===== src/rtl/serial_cfg_pkg.sv =====
package serial_cfg_pkg;
  localparam int unsigned WORD_W = 24;
  localparam int unsigned SEL_W  = 2;
  localparam int unsigned PAY_W  = WORD_W - SEL_W;
  localparam int unsigned NREGS  = 1 << SEL_W;
endpackage


===== src/rtl/scl_sync.sv =====
module scl_sync #(
  parameter int unsigned STAGES = 2
) (
  input  logic clk_i,
  input  logic rst_ni,
  input  logic d_i,
  output logic q_o
);
  logic [STAGES-1:0] pipe_q;

  always_ff @(posedge clk_i or negedge rst_ni) begin
    if (!rst_ni) pipe_q <= '0;
    else         pipe_q <= {pipe_q[STAGES-2:0], d_i};
  end

  assign q_o = pipe_q[STAGES-1];
endmodule


===== src/rtl/scl_frontend.sv =====
module scl_frontend #(
  parameter int unsigned WORD_W       = 24,
  parameter int unsigned SYNC_STAGES  = 2,
  parameter int unsigned LE_SETUP_CYC = 4,
  parameter int unsigned LE_WIDTH_CYC = 3
) (
  input  logic              clk_i,
  input  logic              rst_ni,
  input  logic              sclk_i,
  input  logic              sdata_i,
  input  logic              sle_i,
  output logic              commit_o,
  output logic [WORD_W-1:0] word_o
);
  localparam int unsigned SET_W  = $clog2(LE_SETUP_CYC + 1);
  localparam int unsigned HOLD_W = $clog2(LE_WIDTH_CYC + 1);
  localparam logic [SET_W-1:0]  SET_MAX  = SET_W'(LE_SETUP_CYC);
  localparam logic [HOLD_W-1:0] HOLD_MAX = HOLD_W'(LE_WIDTH_CYC);
  localparam logic [HOLD_W-1:0] HOLD_FIRE = HOLD_W'(LE_WIDTH_CYC - 1);

  logic [2:0] raw_w, syn_w;
  assign raw_w = {sle_i, sdata_i, sclk_i};

  // all three wires share one delay so data stays aligned to its clock edge
  for (genvar g = 0; g < 3; g++) begin : g_sync
    scl_sync #(.STAGES(SYNC_STAGES)) u_sync (
      .clk_i (clk_i),
      .rst_ni(rst_ni),
      .d_i   (raw_w[g]),
      .q_o   (syn_w[g])
    );
  end

  logic sclk_s, sdata_s, sle_s;
  assign sclk_s  = syn_w[0];
  assign sdata_s = syn_w[1];
  assign sle_s   = syn_w[2];

  logic sclk_q, sle_q;
  logic sclk_rise, le_rise;
  logic [WORD_W-1:0] shift_q, snap_q;
  logic [SET_W-1:0]  since_clk_q;
  logic [HOLD_W-1:0] hold_q;
  logic              armed_q;

  assign sclk_rise = sclk_s & ~sclk_q;
  assign le_rise   = sle_s & ~sle_q;

  always_ff @(posedge clk_i or negedge rst_ni) begin
    if (!rst_ni) begin
      sclk_q      <= 1'b0;
      sle_q       <= 1'b0;
      shift_q     <= '0;
      snap_q      <= '0;
      since_clk_q <= SET_MAX;
      hold_q      <= '0;
      armed_q     <= 1'b0;
    end else begin
      sclk_q <= sclk_s;
      sle_q  <= sle_s;
      if (sclk_rise) shift_q <= {shift_q[WORD_W-2:0], sdata_s};
      if (sclk_rise)                 since_clk_q <= '0;
      else if (since_clk_q < SET_MAX) since_clk_q <= since_clk_q + 1'b1;
      if (le_rise) begin
        snap_q  <= shift_q;
        armed_q <= (since_clk_q >= SET_MAX);
      end
      if (!sle_s)                hold_q <= '0;
      else if (hold_q < HOLD_MAX) hold_q <= hold_q + 1'b1;
    end
  end

  assign commit_o = sle_s & armed_q & (hold_q == HOLD_FIRE);
  assign word_o   = snap_q;


  commit_le_high_chk: assert property (@(posedge clk_i) disable iff (!rst_ni)
    commit_o |-> (sle_s && $past(sle_s)));


  single_commit_chk: assert property (@(posedge clk_i) disable iff (!rst_ni)
    commit_o |=> !commit_o);
endmodule


===== src/rtl/scl_latch_bank.sv =====
module scl_latch_bank #(
  parameter int unsigned WORD_W = 24,
  parameter int unsigned SEL_W  = 2,
  localparam int unsigned PAY_W = WORD_W - SEL_W,
  localparam int unsigned NREGS = 1 << SEL_W
) (
  input  logic                   clk_i,
  input  logic                   rst_ni,
  input  logic                   wr_i,
  input  logic [WORD_W-1:0]      word_i,
  output logic [NREGS*PAY_W-1:0] cfg_o,
  output logic                   upd_o,
  output logic [SEL_W-1:0]       upd_idx_o
);
  logic [SEL_W-1:0] sel_w;
  logic [PAY_W-1:0] pay_w;
  assign sel_w = word_i[SEL_W-1:0];
  assign pay_w = word_i[WORD_W-1:SEL_W];

  logic [PAY_W-1:0] regs_q [NREGS];

  for (genvar k = 0; k < NREGS; k++) begin : g_reg
    always_ff @(posedge clk_i or negedge rst_ni) begin
      if (!rst_ni)                       regs_q[k] <= '0;
      else if (wr_i && sel_w == SEL_W'(k)) regs_q[k] <= pay_w;
    end
    assign cfg_o[k*PAY_W +: PAY_W] = regs_q[k];


    unsel_stable_chk: assert property (@(posedge clk_i) disable iff (!rst_ni)
      (upd_o && upd_idx_o != SEL_W'(k)) |-> $stable(regs_q[k]));
  end

  always_ff @(posedge clk_i or negedge rst_ni) begin
    if (!rst_ni) begin
      upd_o     <= 1'b0;
      upd_idx_o <= '0;
    end else begin
      upd_o <= wr_i;
      if (wr_i) upd_idx_o <= sel_w;
    end
  end


  upd_pulse_chk: assert property (@(posedge clk_i) disable iff (!rst_ni)
    upd_o |=> !upd_o);


  payload_chk: assert property (@(posedge clk_i) disable iff (!rst_ni)
    wr_i |=> (regs_q[upd_idx_o] == $past(pay_w)));
endmodule


===== src/rtl/serial_cfg_loader.sv =====
module serial_cfg_loader
  import serial_cfg_pkg::*;
#(
  parameter int unsigned SYNC_STAGES  = 2,
  parameter int unsigned LE_SETUP_CYC = 4,
  parameter int unsigned LE_WIDTH_CYC = 3
) (
  input  logic                   clk_i,
  input  logic                   rst_ni,
  input  logic                   sclk_i,
  input  logic                   sdata_i,
  input  logic                   sle_i,
  output logic [NREGS*PAY_W-1:0] cfg_o,
  output logic                   upd_o,
  output logic [SEL_W-1:0]       upd_idx_o
);
  logic              commit_w;
  logic [WORD_W-1:0] word_w;

  scl_frontend #(
    .WORD_W      (WORD_W),
    .SYNC_STAGES (SYNC_STAGES),
    .LE_SETUP_CYC(LE_SETUP_CYC),
    .LE_WIDTH_CYC(LE_WIDTH_CYC)
  ) u_front (
    .clk_i   (clk_i),
    .rst_ni  (rst_ni),
    .sclk_i  (sclk_i),
    .sdata_i (sdata_i),
    .sle_i   (sle_i),
    .commit_o(commit_w),
    .word_o  (word_w)
  );

  scl_latch_bank #(
    .WORD_W(WORD_W),
    .SEL_W (SEL_W)
  ) u_bank (
    .clk_i    (clk_i),
    .rst_ni   (rst_ni),
    .wr_i     (commit_w),
    .word_i   (word_w),
    .cfg_o    (cfg_o),
    .upd_o    (upd_o),
    .upd_idx_o(upd_idx_o)
  );
endmodule


===== config.mk =====
export PLATFORM = sky130hd
export DESIGN_NAME = serial_cfg_loader
export DESIGN_NICKNAME = d
export VERILOG_FILES = /design/src/rtl/serial_cfg_pkg.sv /design/src/rtl/scl_sync.sv /design/src/rtl/scl_frontend.sv /design/src/rtl/scl_latch_bank.sv /design/src/rtl/serial_cfg_loader.sv
export SDC_FILE = /design/constraint.sdc
export NUM_CORES = 1
export LEC_CHECK = 0
export ABC_CLOCK_PERIOD_IN_PS = 1700
export CAP_MARGIN = 20
export CORE_MARGIN = 1.5
export CORE_UTILIZATION = 48
export CTS_CLUSTER_SIZE = 30
export DETAILED_ROUTE_END_ITERATION = 12
export PLACE_DENSITY = 0.76
export SLEW_MARGIN = 15
export SYNTH_ARGS = -nofsm -noshare
export SYNTH_HDL_FRONTEND = slang
export SYNTH_SLANG_ARGS = --single-unit

===== constraint.sdc =====
create_clock -name clk_i -period 1.7 [get_ports clk_i]
set_clock_uncertainty 0.05 [all_clocks]
set_input_delay 0.17 -clock clk_i [delete_from_list [all_inputs] [get_ports clk_i]]
set_output_delay 0.17 -clock clk_i [all_outputs]
set_load 0.005 [all_outputs]

# After elaboration in Yosys (flattened, before gate mapping)
# Index checks and enable logic that the tools add are counted.
# totals
register_bits,153
out_inout_bits,91
# classes
add_sub_neg,2
n_lt_le_gt_ge,3
n_eq_ne,5
mux,4
bitwise_logic,6
n_reduce_logical,6
# op_table
operator,n
$eq 2x2->1 const B,3
$mux 3,2
$and 1x1->1,4
$logic_and 1x1->1,4
$mux 2,2
$add 3x1->3 const B,1
$ge 3x3->1 const B,1
$lt 3x3->1 const B,1
$add 2x1->2 const B,1
$eq 2x1->1 const B,1
$logic_not 2->1,1
$lt 2x2->1 const B,1
$ne 2x1->1 const B,1
$not 1->1,2
$reduce_bool 2->1,1

# Longest topological paths before layout
# Gate-level depths: netlist (run 1).
# logic_depth
ltp_word,3
depth_mapped,7
mapped_depth_nobuf,6

# Modules after synthesis
# From an unflattened synthesis (run 1), not the netlist that was laid out.
# unflattened
cells_unflattened,331
area_unflattened_um2,5866.9
# by_module_without_submodules
module,n_inst,cells_each,area_each_um2,seq_area_each_um2
scl_latch_bank,1,193,3384.5,2277.2
scl_frontend,1,132,2332.2,1402.6
scl_sync,3,2,50.0,50.0

# Worst setup path after synthesis (run 1)
# No wires, ideal clock.
# synth_path
path_type,flip-flop to flip-flop
from,register u_front.hold_q[0]
to,"register u_bank.regs_q, in the netlist u_bank.cfg_o[10]"
arrival_time_ns,1.462
path_slack_ns,0.063
stages_incl_launch_ff,7
path_buffers,1
period_less_slack_ns,1.637
path_cell_list,dfrtp_1 inv_1 ha_1 nand3_2 nor3_2 buf_4 mux2_2
# synth_via
elab_chain_cells,3
# synth_lines
item,line_no,source
from (decl),scl_frontend.sv:43,logic [HOLD_W-1:0] hold_q;
from (signal assigned),scl_frontend.sv:69,else if (hold_q < HOLD_MAX) hold_q <= hold_q + 1'b1;
$eq 2x2->1,scl_frontend.sv:73,assign commit_o = sle_s & armed_q & (hold_q == HOLD_FIRE);
$and 1x1->1,scl_frontend.sv:73,
$logic_and 1x1->1,scl_latch_bank.sv:25,else if (wr_i && sel_w == SEL_W'(k)) regs_q[k] <= pay_w;
"to (signal, indexed assignment)",scl_latch_bank.sv:25,
to (decl),scl_latch_bank.sv:20,logic [PAY_W-1:0] regs_q [NREGS];
# No other way between the ends.
# A chain may end at the register's enable or synchronous reset.

# Worst setup path after layout (run 1)
# layout_path
from,register u_front.hold_q[0]
to,"register u_bank.regs_q, in the netlist u_bank.cfg_o[47]"
# The elaborated chain is that of the path after synthesis.

==> results.toml, run 1 <==
[global_routing]
grt_first_pass_wirelength_um = 18180
grt.overflow.total = 0
number_of_global_route_vias_before_repair = 3447
grt_max_degree = 48
globalRouteTotalUtil = 0.1868
antenna_found_initial = 0

[cts]
htree_num_levels = 4
numCtsBuffers = 17
clk_pin_slew_ns = 0.06
cts_tree = "done"
clock_tree.root_cell = "clkbuf_16"
insertion_delay_of_the_later_clocked_pin_in_the_worst_skew_pair_ns = 0.41
ctsLongestPathBuffers = 2
number_of_clock_sinks = 153

[synth]
synth_seq_cells = 153
postSynth.asyncResetShare = 1.000
synth_enable_flop_cells = 0
mean_area_per_synthesized_cell_sq_um = 17.24
synth_most_common_cell = "dfrtp_1"
yosys-top-cells-count = "dfrtp_1, mux2_2, mux2_4"
seq_area_frac_synth = 0.6613
synth_largest_area_cell = "dfrtp_1"
synth.net_count = 345
gate_count_after_technology_mapping = 336
syn-cell-area_sq_mm = 0.005792
yosysWarningCount = 0
yosys-top-cells-area = "dfrtp_1, mux2_2, mux2_4, mux2_1, buf_6"
netlist.area_leader.share = 0.6567
synth_flop_cell = "dfrtp_1"
number_of_distinct_standard_cells_referenced_by_the_synthesized_netlist = 25

[timing]
setup_violations = 2
final_critical_path_required_period_ns = 1.701
fin_crit_sh = 1.001
worst-slew-pin-transition_ns = 0.4079
postLayoutSetupSlackWorst_ns = -0.001248
grt_setup_unrepaired = "true"
slew_viol_final = 0
max-slew-margin-rel = 0.7280
timing.final.hold_violations = 0
clock.fmax_mhz = 587.8
whs_ns = 0.1438

[layout]
layout-drive-gt1-share = 0.3919
diodes = 0
seq_area_sq_mm = 0.003830
syn2layout_area_growth_pct = 34.52
num-nets-final = 464
multiInputGateArea_sq_mm = 0.001904
final.fill_count = 787
final_core_utilization = 0.6709

[pwr]
power_density_mw_per_mm2 = 1325
power.share.sequential = 0.465
netSwitchingFraction = 0.2290
power_frac_comb = 0.138
worst_ir_drop_vdd_v = 0.0009156
net-switching-power_uw = 2365
internal_power_component_uw = 7962
clockPowerShare = 0.397
power.leakage_uw = 0.003783

[status]
violations = "negative setup slack"
run_status = "finished with violations"

[setup_path]
critPathLaunchType = "register"
path_class = "register to register"
setup.worst_path.end_class = "register"
crit_chain = "inv_1 -> ha_2 -> nand4_1 -> nor2_4 -> buf_12 -> mux2_2"
cp.buffers_inverters = 2
r2r.worst_path.cells = 6
cpLargestDelayFamily = "flip-flops"
critical-path-slowest-cell = "dfrtp_1"
reg2reg_setup_slack_ns = -0.001
setup.worst_path.start = "u_front.hold_q[0]"
endpoint = "u_bank.cfg_o[47]"
worst-endpoint-required_ns = 1.94
worstPathArrival_ns = 1.95
path_depth = 6
worstReg2RegStart = "u_front.hold_q[0]"
r2r-end = "u_bank.cfg_o[47]"
critical-path-max-stage-delay_ns = 0.37
critPathMaxFanout = 15

[drt]
routed-wl-met2_um = 5378
finalWirelength_um = 11070
viasPerCell = 5.103
drt_pre_antenna_iters = 5
detail_routed_net_length_per_standard_cell_um = 18.15
routed-via-count = 3113
drc = 0
routedLengthMet1_um = 5205
drtAntennaViolNets = 0
dr.first_iter.drc_count = 117
maxUsedRoutingLayer = "met4"
route.met3.wl_um = 356

[floorplan]
ios = 96
core_region_area_sq_mm = 0.01161
floorplan.initialDensity = 0.4987
die-height_um = 112.8
die_width_um = 112.8
design.die.area_sq_mm = 0.01273
rows = 39

[placed_design]
port-buffer-count = 95
dp.final_hpwl_um = 7121
gp_congestion = 0.7564
place_worst_setup_slack_ns = 0.002340

[hold_path]
worstHoldPathCells = 1
hp-class = "input port to register"

[run]
maxCapViolations = 0
## flip-flops by register name, summed over array words and instances, names as in the netlist, 2 cells and up
signal / cells
u_bank.cfg_o: 88
u_bank.upd_idx_o: 2
u_front.g_sync.u_sync.pipe_q: 6
u_front.hold_q: 2
u_front.shift_q: 24
u_front.since_clk_q: 3
u_front.word_o: 24
## layout make-up
cell class,count,area share
flip-flops and latches,153,0.4916
multi-input cells,165,0.2444
repair buffers,114,0.1551
clock buffers,23,0.06263
well taps,143,0.02296
clock inverters,8,0.02120
inverters,4,0.002088
## cell families (layout without fill, tap and decap cells)
| kind of cell | Yosys count | after routing | share of synthesized area |
|---|---|---|---|
| adders and majority gates | 4 | 4 | 0.008642 |
| buffers and inverters | 18 | 149 | 0.02225 |
| muxes | 138 | 138 | 0.2811 |
| AOI/OAI and AO/OA | 1 | 1 | 0.0008633 |
| xor gates and xnor gates | 2 | 2 | 0.003025 |
| and+or+nand+nor | 20 | 20 | 0.02290 |
| DFF | 153 | 153 | 0.6613 |
## cell usage in the layout, fill, tap and decap left out, types with 3 or more instances in the layout
master and instances:
clkbuf_8 4, bufinv_16 5, dfrtp_1 152, mux2_1 12
mux2_2 91, buf_12 8, buf_4 8, mux2_4 34
nor2_1 4, ha_1 3, clkdlybuf4s50_1 94, clkbuf_16 17
clkinv_2 4, inv_1 3, nand2_1 6
## worst min-delay path by stage
stage / slack [ns] / start / to
CTS: 0.13 / sdata_i / u_front.g_sync[1].u_sync.pipe_q[0]
detailed placement: 0.07 / rst_ni / u_bank.cfg_o[83]
global route: 0.14 / sle_i / u_front.g_sync[2].u_sync.pipe_q[0]
global placement: 0.06 / rst_ni / u_bank.cfg_o[84]
finish: 0.14 / sdata_i / u_front.g_sync[1].u_sync.pipe_q[0]
floorplan: -0.18 / rst_ni / u_bank.cfg_o[0]
## layer usage
layer / track usage / up-vias
li1: - / 1411
met1: 0.2555 / 1624
met5: 0 / -
met2: 0.2911 / 63
met4: 0.06582 / 0
met3: 0.05035 / 15
## through the flow
stage	instance area [sq um]	TNS [ns]	total power, uW	instances
2_1_floorplan	5792	0	5418	336
3_3_place_gp	7049	0	6163	577
3_5_place_dp	7049	0	6254	577
4_1_cts	7716	0	10400	609
5_1_grt	7791	-3.841	10800	610
6_report	7791	-0.002360	10330	610
## power by group through the flow
stage / combinational (uW) / sequential (uW) / clock [uW]
after detailed placement: 1410 / 4850 / 0
after floorplan: 712 / 4710 / 0
after global routing: 1540 / 4910 / 4350
after global placement: 1340 / 4820 / 0
final: 1420 / 4800 / 4100
after CTS: 1430 / 4800 / 4170
## worst register-to-register path: cells and delay by family (launching register included)
kind	cells	cell delay (ns)
buffers and inverters	2	0.26
muxes	1	0.35
and+or+nand+nor	2	0.37
adders and majority gates	1	0.18
DFF	1	0.37
## timing repair
action / 4_1_cts / 5_1_grt
endpoints found under the setup margin: 12 / 86
pin swaps: 0 / 1
endpoints found under the hold margin: 39 / 0
hold buffers: 1 / 0
setup buffers: 0 / 1
resized for setup: 1 / 18
Note: power is estimated with default switching activity, not from simulation.
==> run 2: changes to the inputs <==
--- a/config.mk
+++ b/config.mk
@@ -11,6 +11,7 @@
 export CORE_UTILIZATION = 48
 export CTS_CLUSTER_SIZE = 30
 export DETAILED_ROUTE_END_ITERATION = 12
+export GPL_TIMING_DRIVEN = 0
 export PLACE_DENSITY = 0.76
 export SLEW_MARGIN = 15
 export SYNTH_ARGS = -nofsm -noshare
==> run 2 against run 1 <==
  * Worst hold slack worse by 0.0015 ns
  * First-iteration DRC count increased by 13%
  * Count of clock-buffer cells in the layout shrank 1
  * Setup slack got worse by 0.0088 ns
  * Wire length increased by 4.8%
  * Sequential cell count did not move
  * Register-to-register slack about the same
  * Sequential power hardly changed
  * Via count up 2.3%
  * The flow still finishes with violations (negative setup slack)
  * Critical path type unchanged
  * Largest cell class unchanged
  * Cell count rose by 2.1%
  * Largest power group unchanged
  * Critical path depth grew 1
  * Critical endpoint is now u_bank.cfg_o[61]
  * Combinational power is 5% higher
==> results.toml, run 2 (same netlist as run 1, synthesis figures left out) <==
[status]
run_status = "finished with violations"
violations = "negative setup slack"

[floorplan]
core_region_area_sq_mm = 0.01161
design.die.area_sq_mm = 0.01273
die-height_um = 112.8
floorplan.initialDensity = 0.4987
die_width_um = 112.8
rows = 39
ios = 96

[timing]
clock.fmax_mhz = 584.8
fin_crit_sh = 1.006
setup_total_neg_slack_ns = -0.05996
final_critical_path_required_period_ns = 1.710
timing.final.hold_violations = 0
slew_viol_final = 0
grt_setup_unrepaired = "true"
setup_violations = 11
max-slew-margin-rel = 0.6119
worst-slew-pin-transition_ns = 0.5821
postLayoutSetupSlackWorst_ns = -0.01007

[global_routing]
global_route.usage.met1 = 0.2554
antenna_found_initial = 0
grt_use_met2 = 0.3057
grt_first_pass_wirelength_um = 18430
met3_usage = 0.04446
grt_max_degree = 79
grt.overflow.total = 0
globalRoute.busiestLayer = "met2"
number_of_global_route_vias_before_repair = 3394
globalRouteTotalUtil = 0.1890

[cts]
clk_pin_slew_ns = 0.06
cts_tree = "done"
ctsLongestPathBuffers = 2
number_of_clock_sinks = 153
clock_tree.root_cell = "clkbuf_16"
htree_num_levels = 4
insertion_delay_of_the_later_clocked_pin_in_the_worst_skew_pair_ns = 0.41
numCtsBuffers = 17

[pwr]
power.leakage_uw = 0.003844
worst_ir_drop_vdd_v = 0.0006406
power_density_mw_per_mm2 = 1250

[setup_path]
worstPathArrival_ns = 1.95
path_class = "register to register"
setup.worst_path.end_class = "register"
critPathLaunchType = "register"
r2r.worst_path.cells = 7
critPathMaxFanout = 5
worst-endpoint-required_ns = 1.94

[layout]
final.fill_count = 762
layout_commonest_cell = "dfrtp_1"
most_used_cells_in_the_layout_excluding_fill_and_tap_cells = "dfrtp_1, clkdlybuf4s50_1, mux2_4, mux2_2, clkbuf_16"
largest_register_ffs = 88
num-nets-final = 476
diodes = 0
layout-drive-gt1-share = 0.4146
final_core_utilization = 0.6904
syn2layout_area_growth_pct = 38.43

[drt]
dr.first_iter.drc_count = 132
drt_pre_antenna_iters = 4
routed-via-count = 3186
drc = 0
detail_routed_net_length_per_standard_cell_um = 18.62
viasPerCell = 5.114
drtAntennaViolNets = 0
finalWirelength_um = 11600

[run]
maxCapViolations = 0

[placed_design]
gp_congestion = 0.6823
dp.final_hpwl_um = 6971
place_worst_setup_slack_ns = -0.2417
port-buffer-count = 95

[hold_path]
hp-class = "input port to register"
worstHoldPathCells = 1
-- run 2: cell types whose count changed in the layout (fill, tap and decap cells not counted), sizes merged --
| cell | before | now |
|---|---|---|
| buf | 19 | 25 |
| clkinvlp | 0 | 6 |
| clkbuf | 23 | 28 |
| bufinv | 5 | 2 |
| clkinv | 4 | 3 |
-- run 2: worst paths after layout --
path	from	endpoint	slack, ns
setup / recovery	u_front.hold_q[0]	u_bank.cfg_o[61]	-0.01
hold / removal	sdata_i	u_front.g_sync[1].u_sync.pipe_q[0]	0.14
setup reg to reg	u_front.hold_q[0]	u_bank.cfg_o[61]	-0.01
hold reg to reg	u_front.g_sync[1].u_sync.pipe_q[0]	u_front.g_sync[1].u_sync.pipe_q[1]	0.30
max in group asynchronous	rst_ni	u_front.since_clk_q[2]	0.57
min in group asynchronous	rst_ni	u_bank.cfg_o[62]	0.25
-- run 2: final cells by class --
class	count	area, sq um	area share
Tap cell	143	178.9	0.02232
Clock buffer	22	474.2	0.05914
Buffer	14	167.7	0.02091
Timing Repair Buffer	112	1204	0.1501
Multi-Input combinational cell	165	2023	0.2523
Clock inverter	10	118.9	0.01483
Inverter	4	20.02	0.002497
Sequential cell	153	3831	0.4778
-- run 2: power by group --
part	internal (uW)	switching (uW)	leakage, uW
Sequential	4260	569	0.00205
Combinational	1010	473	0.00152
Clock	2280	1430	0.000271
Total	7550	2470	0.00384
-- run 2: metal layers --
metal / up-vias / wire length (um) / part of all wire
li1: 1442 / - / -
met1: 1674 / 5302 / 0.46
met2: 57 / 5834 / 0.50
met3: 13 / 309 / 0.027
met4: 0 / 155 / 0.013
met5: - / 0 / 0
-- run 2: repair_timing --
item / CTS / global route
pin swaps: 2 / 2
gates cloned: 1 / 4
hold buffers: 1 / 0
setup buffers: 6 / 4
setup endpoints to repair: 80 / 103
endpoints found under the hold margin: 77 / 0
resized for setup: 22 / 50
-- run 2: through the flow --
step	cell area, sq um	std cells	power [uW]	hold WS, ns
after floorplan	5792	336	5418	-0.1756
after CTS	7696	615	10000	0.1288
after global placement	6922	574	6111	0.2829
final	8018	623	10020	0.1422
after detailed placement	6954	575	6206	0.1263
after global routing	8018	623	10500	0.1468
-- run 2: worst max-delay path, stage by stage, from the launching register on --
cell and delay [ns]:
dfrtp_1 0.37, inv_1 0.06, ha_2 0.20, nand4_1 0.16
nor2_4 0.14, buf_12 0.14, clkbuf_16 0.16, mux2_4 0.29
==> run 3: changes to the inputs <==
--- a/config.mk
+++ b/config.mk
@@ -5,14 +5,17 @@
 export SDC_FILE = /design/constraint.sdc
 export NUM_CORES = 1
 export LEC_CHECK = 0
+export ABC_AREA = 0
 export ABC_CLOCK_PERIOD_IN_PS = 1700
 export CAP_MARGIN = 20
+export CELL_PAD_IN_SITES_DETAIL_PLACEMENT = 2
+export CELL_PAD_IN_SITES_GLOBAL_PLACEMENT = 2
 export CORE_MARGIN = 1.5
-export CORE_UTILIZATION = 48
-export CTS_CLUSTER_SIZE = 30
+export CORE_UTILIZATION = 35
+export CTS_CLUSTER_SIZE = 25
 export DETAILED_ROUTE_END_ITERATION = 12
 export GPL_TIMING_DRIVEN = 0
-export PLACE_DENSITY = 0.76
+export PLACE_DENSITY_LB_ADDON = 0.1
 export SLEW_MARGIN = 15
 export SYNTH_ARGS = -nofsm -noshare
 export SYNTH_HDL_FRONTEND = slang
==> run 3 against run 2 <==
  * The run still ends with negative setup slack left
  * Critical path type unchanged
  * Wire length increased by 20%
  * Sequential power up 1%
  * Global-route usage is 2.4 points lower
  * Largest cell class unchanged
  * Combinational power up 4%
  * First-iteration DRC count shrank 26%
  * Sequential share of layout area is 0.84 points lower
  * Setup slack worse by 0.010 ns
  * Register-to-register slack barely moved
  * Count of clock-buffer cells in the layout is 2 higher
==> results.toml, run 3 (same netlist as run 1, synthesis figures left out) <==
[status]
run_status = "finished with violations"
violations = "negative setup slack"

[pwr]
power.leakage_uw = 0.003905
power_density_mw_per_mm2 = 1240
worst_ir_drop_vdd_v = 0.0007246

[layout]
num-nets-final = 478
layout-drive-gt1-share = 0.4375
largest_register_ffs = 88
final.fill_count = 1495
syn2layout_area_growth_pct = 40.89
diodes = 0
fin_cells = 696
layout_commonest_cell = "dfrtp_1"
most_used_cells_in_the_layout_excluding_fill_and_tap_cells = "dfrtp_1, clkdlybuf4s50_1, mux2_4, mux2_2, clkbuf_16"

[global_routing]
antenna_found_initial = 0
grt_max_degree = 84
grt.overflow.total = 0
number_of_global_route_vias_before_repair = 3743
globalRouteTotalUtil = 0.1654
grt_first_pass_wirelength_um = 21820

[timing]
clock.fmax_mhz = 581.2
postLayoutSetupSlackWorst_ns = -0.02052
grt_setup_unrepaired = "true"
max-slew-margin-rel = 0.6261
timing.final.hold_violations = 0
setup_violations = 24
final_critical_path_required_period_ns = 1.721
slew_viol_final = 0
worst-slew-pin-transition_ns = 0.5609
setup_total_neg_slack_ns = -0.2522
fin_crit_sh = 1.012

[cts]
cts_tree = "done"
numCtsBuffers = 17
insertion_delay_of_the_later_clocked_pin_in_the_worst_skew_pair_ns = 0.42
clock_tree.root_cell = "clkbuf_16"
clk_pin_slew_ns = 0.06
htree_num_levels = 4
number_of_clock_sinks = 153
ctsLongestPathBuffers = 2

[setup_path]
critPathMaxFanout = 5
worst-endpoint-required_ns = 1.94
cp.buffers_inverters = 3
path_depth = 7
setup.worst_path.end_class = "register"
r2r.worst_path.cells = 7
critPathLaunchType = "register"
critical-path-slowest-cell = "dfrtp_1"
worstPathArrival_ns = 1.97
cpLargestDelayFamily = "buffers and inverters"
crit_chain = "inv_2 -> ha_4 -> nand3_4 -> nor3_4 -> buf_6 -> buf_8 -> mux2_4"
critical-path-max-stage-delay_ns = 0.39
path_class = "register to register"

[run]
maxCapViolations = 0

[placed_design]
port-buffer-count = 95
placed_cells_incl_taps = 648
dp.final_hpwl_um = 8257
place_worst_setup_slack_ns = -0.2747
gp_congestion = 0.6682

[hold_path]
worstHoldPathCells = 1
hp-class = "input port to register"

[drt]
drt_pre_antenna_iters = 4
dr.first_iter.drc_count = 98
drtAntennaViolNets = 0
detail_routed_net_length_per_standard_cell_um = 19.95
finalWirelength_um = 13890
viasPerCell = 4.698
drc = 0
routed-via-count = 3270

[floorplan]
die-height_um = 131.6
rows = 46
floorplan.initialDensity = 0.3620
die_width_um = 131.6
design.die.area_sq_mm = 0.01733
core_region_area_sq_mm = 0.01600
ios = 96
run 3: changes by cell type in the layout (fill, tap and decap cells not counted), sizes merged:
cell      delta
bufinv       -1
clkinv       +1
clkinvlp     -5
buf          +4
inv          +1
run 3: path summary, 6_finish.rpt:
path | from | to | slack (ns)
min in group asynchronous | rst_ni | u_bank.cfg_o[37] | 0.26
worst min-delay path | sle_i | u_front.g_sync[2].u_sync.pipe_q[0] | 0.14
worst max register to register | u_front.hold_q[0] | u_bank.cfg_o[4] | -0.02
worst min register to register | u_front.g_sync[0].u_sync.pipe_q[0] | u_front.g_sync[0].u_sync.pipe_q[1] | 0.30
max in group asynchronous | rst_ni | u_front.since_clk_q[2] | 0.52
worst max-delay path | u_front.hold_q[0] | u_bank.cfg_o[4] | -0.02
run 3: where the power goes:
part | internal [uW] | leakage, uW | switching, uW | total (uW)
registers | 4260 | 0.00205 | 614 | 4880
logic | 1040 | 0.00156 | 508 | 1550
clock network | 2270 | 0.000290 | 1430 | 3700
total | 7570 | 0.00391 | 2550 | 10100
run 3: stage by stage:
stage | total power [uW] | hold WS, ns | cell area, sq um | util
6_report | 10120 | 0.1396 | 8160 | 0.5100
5_1_grt | 10610 | 0.1390 | 8160 | 0.5100
4_1_cts | 10180 | 0.1223 | 8005 | 0.5003
3_5_place_dp | 6276 | 0.1195 | 7046 | 0.4403
3_3_place_gp | 6153 | 0.2846 | 7013 | 0.4383
2_1_floorplan | 5418 | -0.1756 | 5792 | -
run 3: what timing repair did:
item	in CTS	in global routing
hold endpoints to repair	70	0
hold buffers	1	0
pin swaps	2	2
gates resized for setup	63	34
gates cloned	2	2
setup endpoints to repair	80	104
setup buffers	10	6
run 3: layer usage:
metal	part of all wire	vias up	track usage
met5	0	-	0
met4	0.014	0	0.06296
met3	0.038	19	0.04205
met2	0.50	69	0.2705
met1	0.45	1748	0.2114
li1	-	1434	-
run 3: final cells by class:
cell class / count / area [sq um] / share of cell area
repair buffers: 116 / 1235 / 0.1513
well taps: 216 / 270.3 / 0.03312
inverters: 4 / 20.02 / 0.002453
multi-input cells: 165 / 2071 / 0.2538
plain buffers: 12 / 150.1 / 0.01840
clock inverters: 6 / 61.31 / 0.007513
clock buffers: 24 / 521.8 / 0.06394
flip-flops and latches: 153 / 3831 / 0.4695
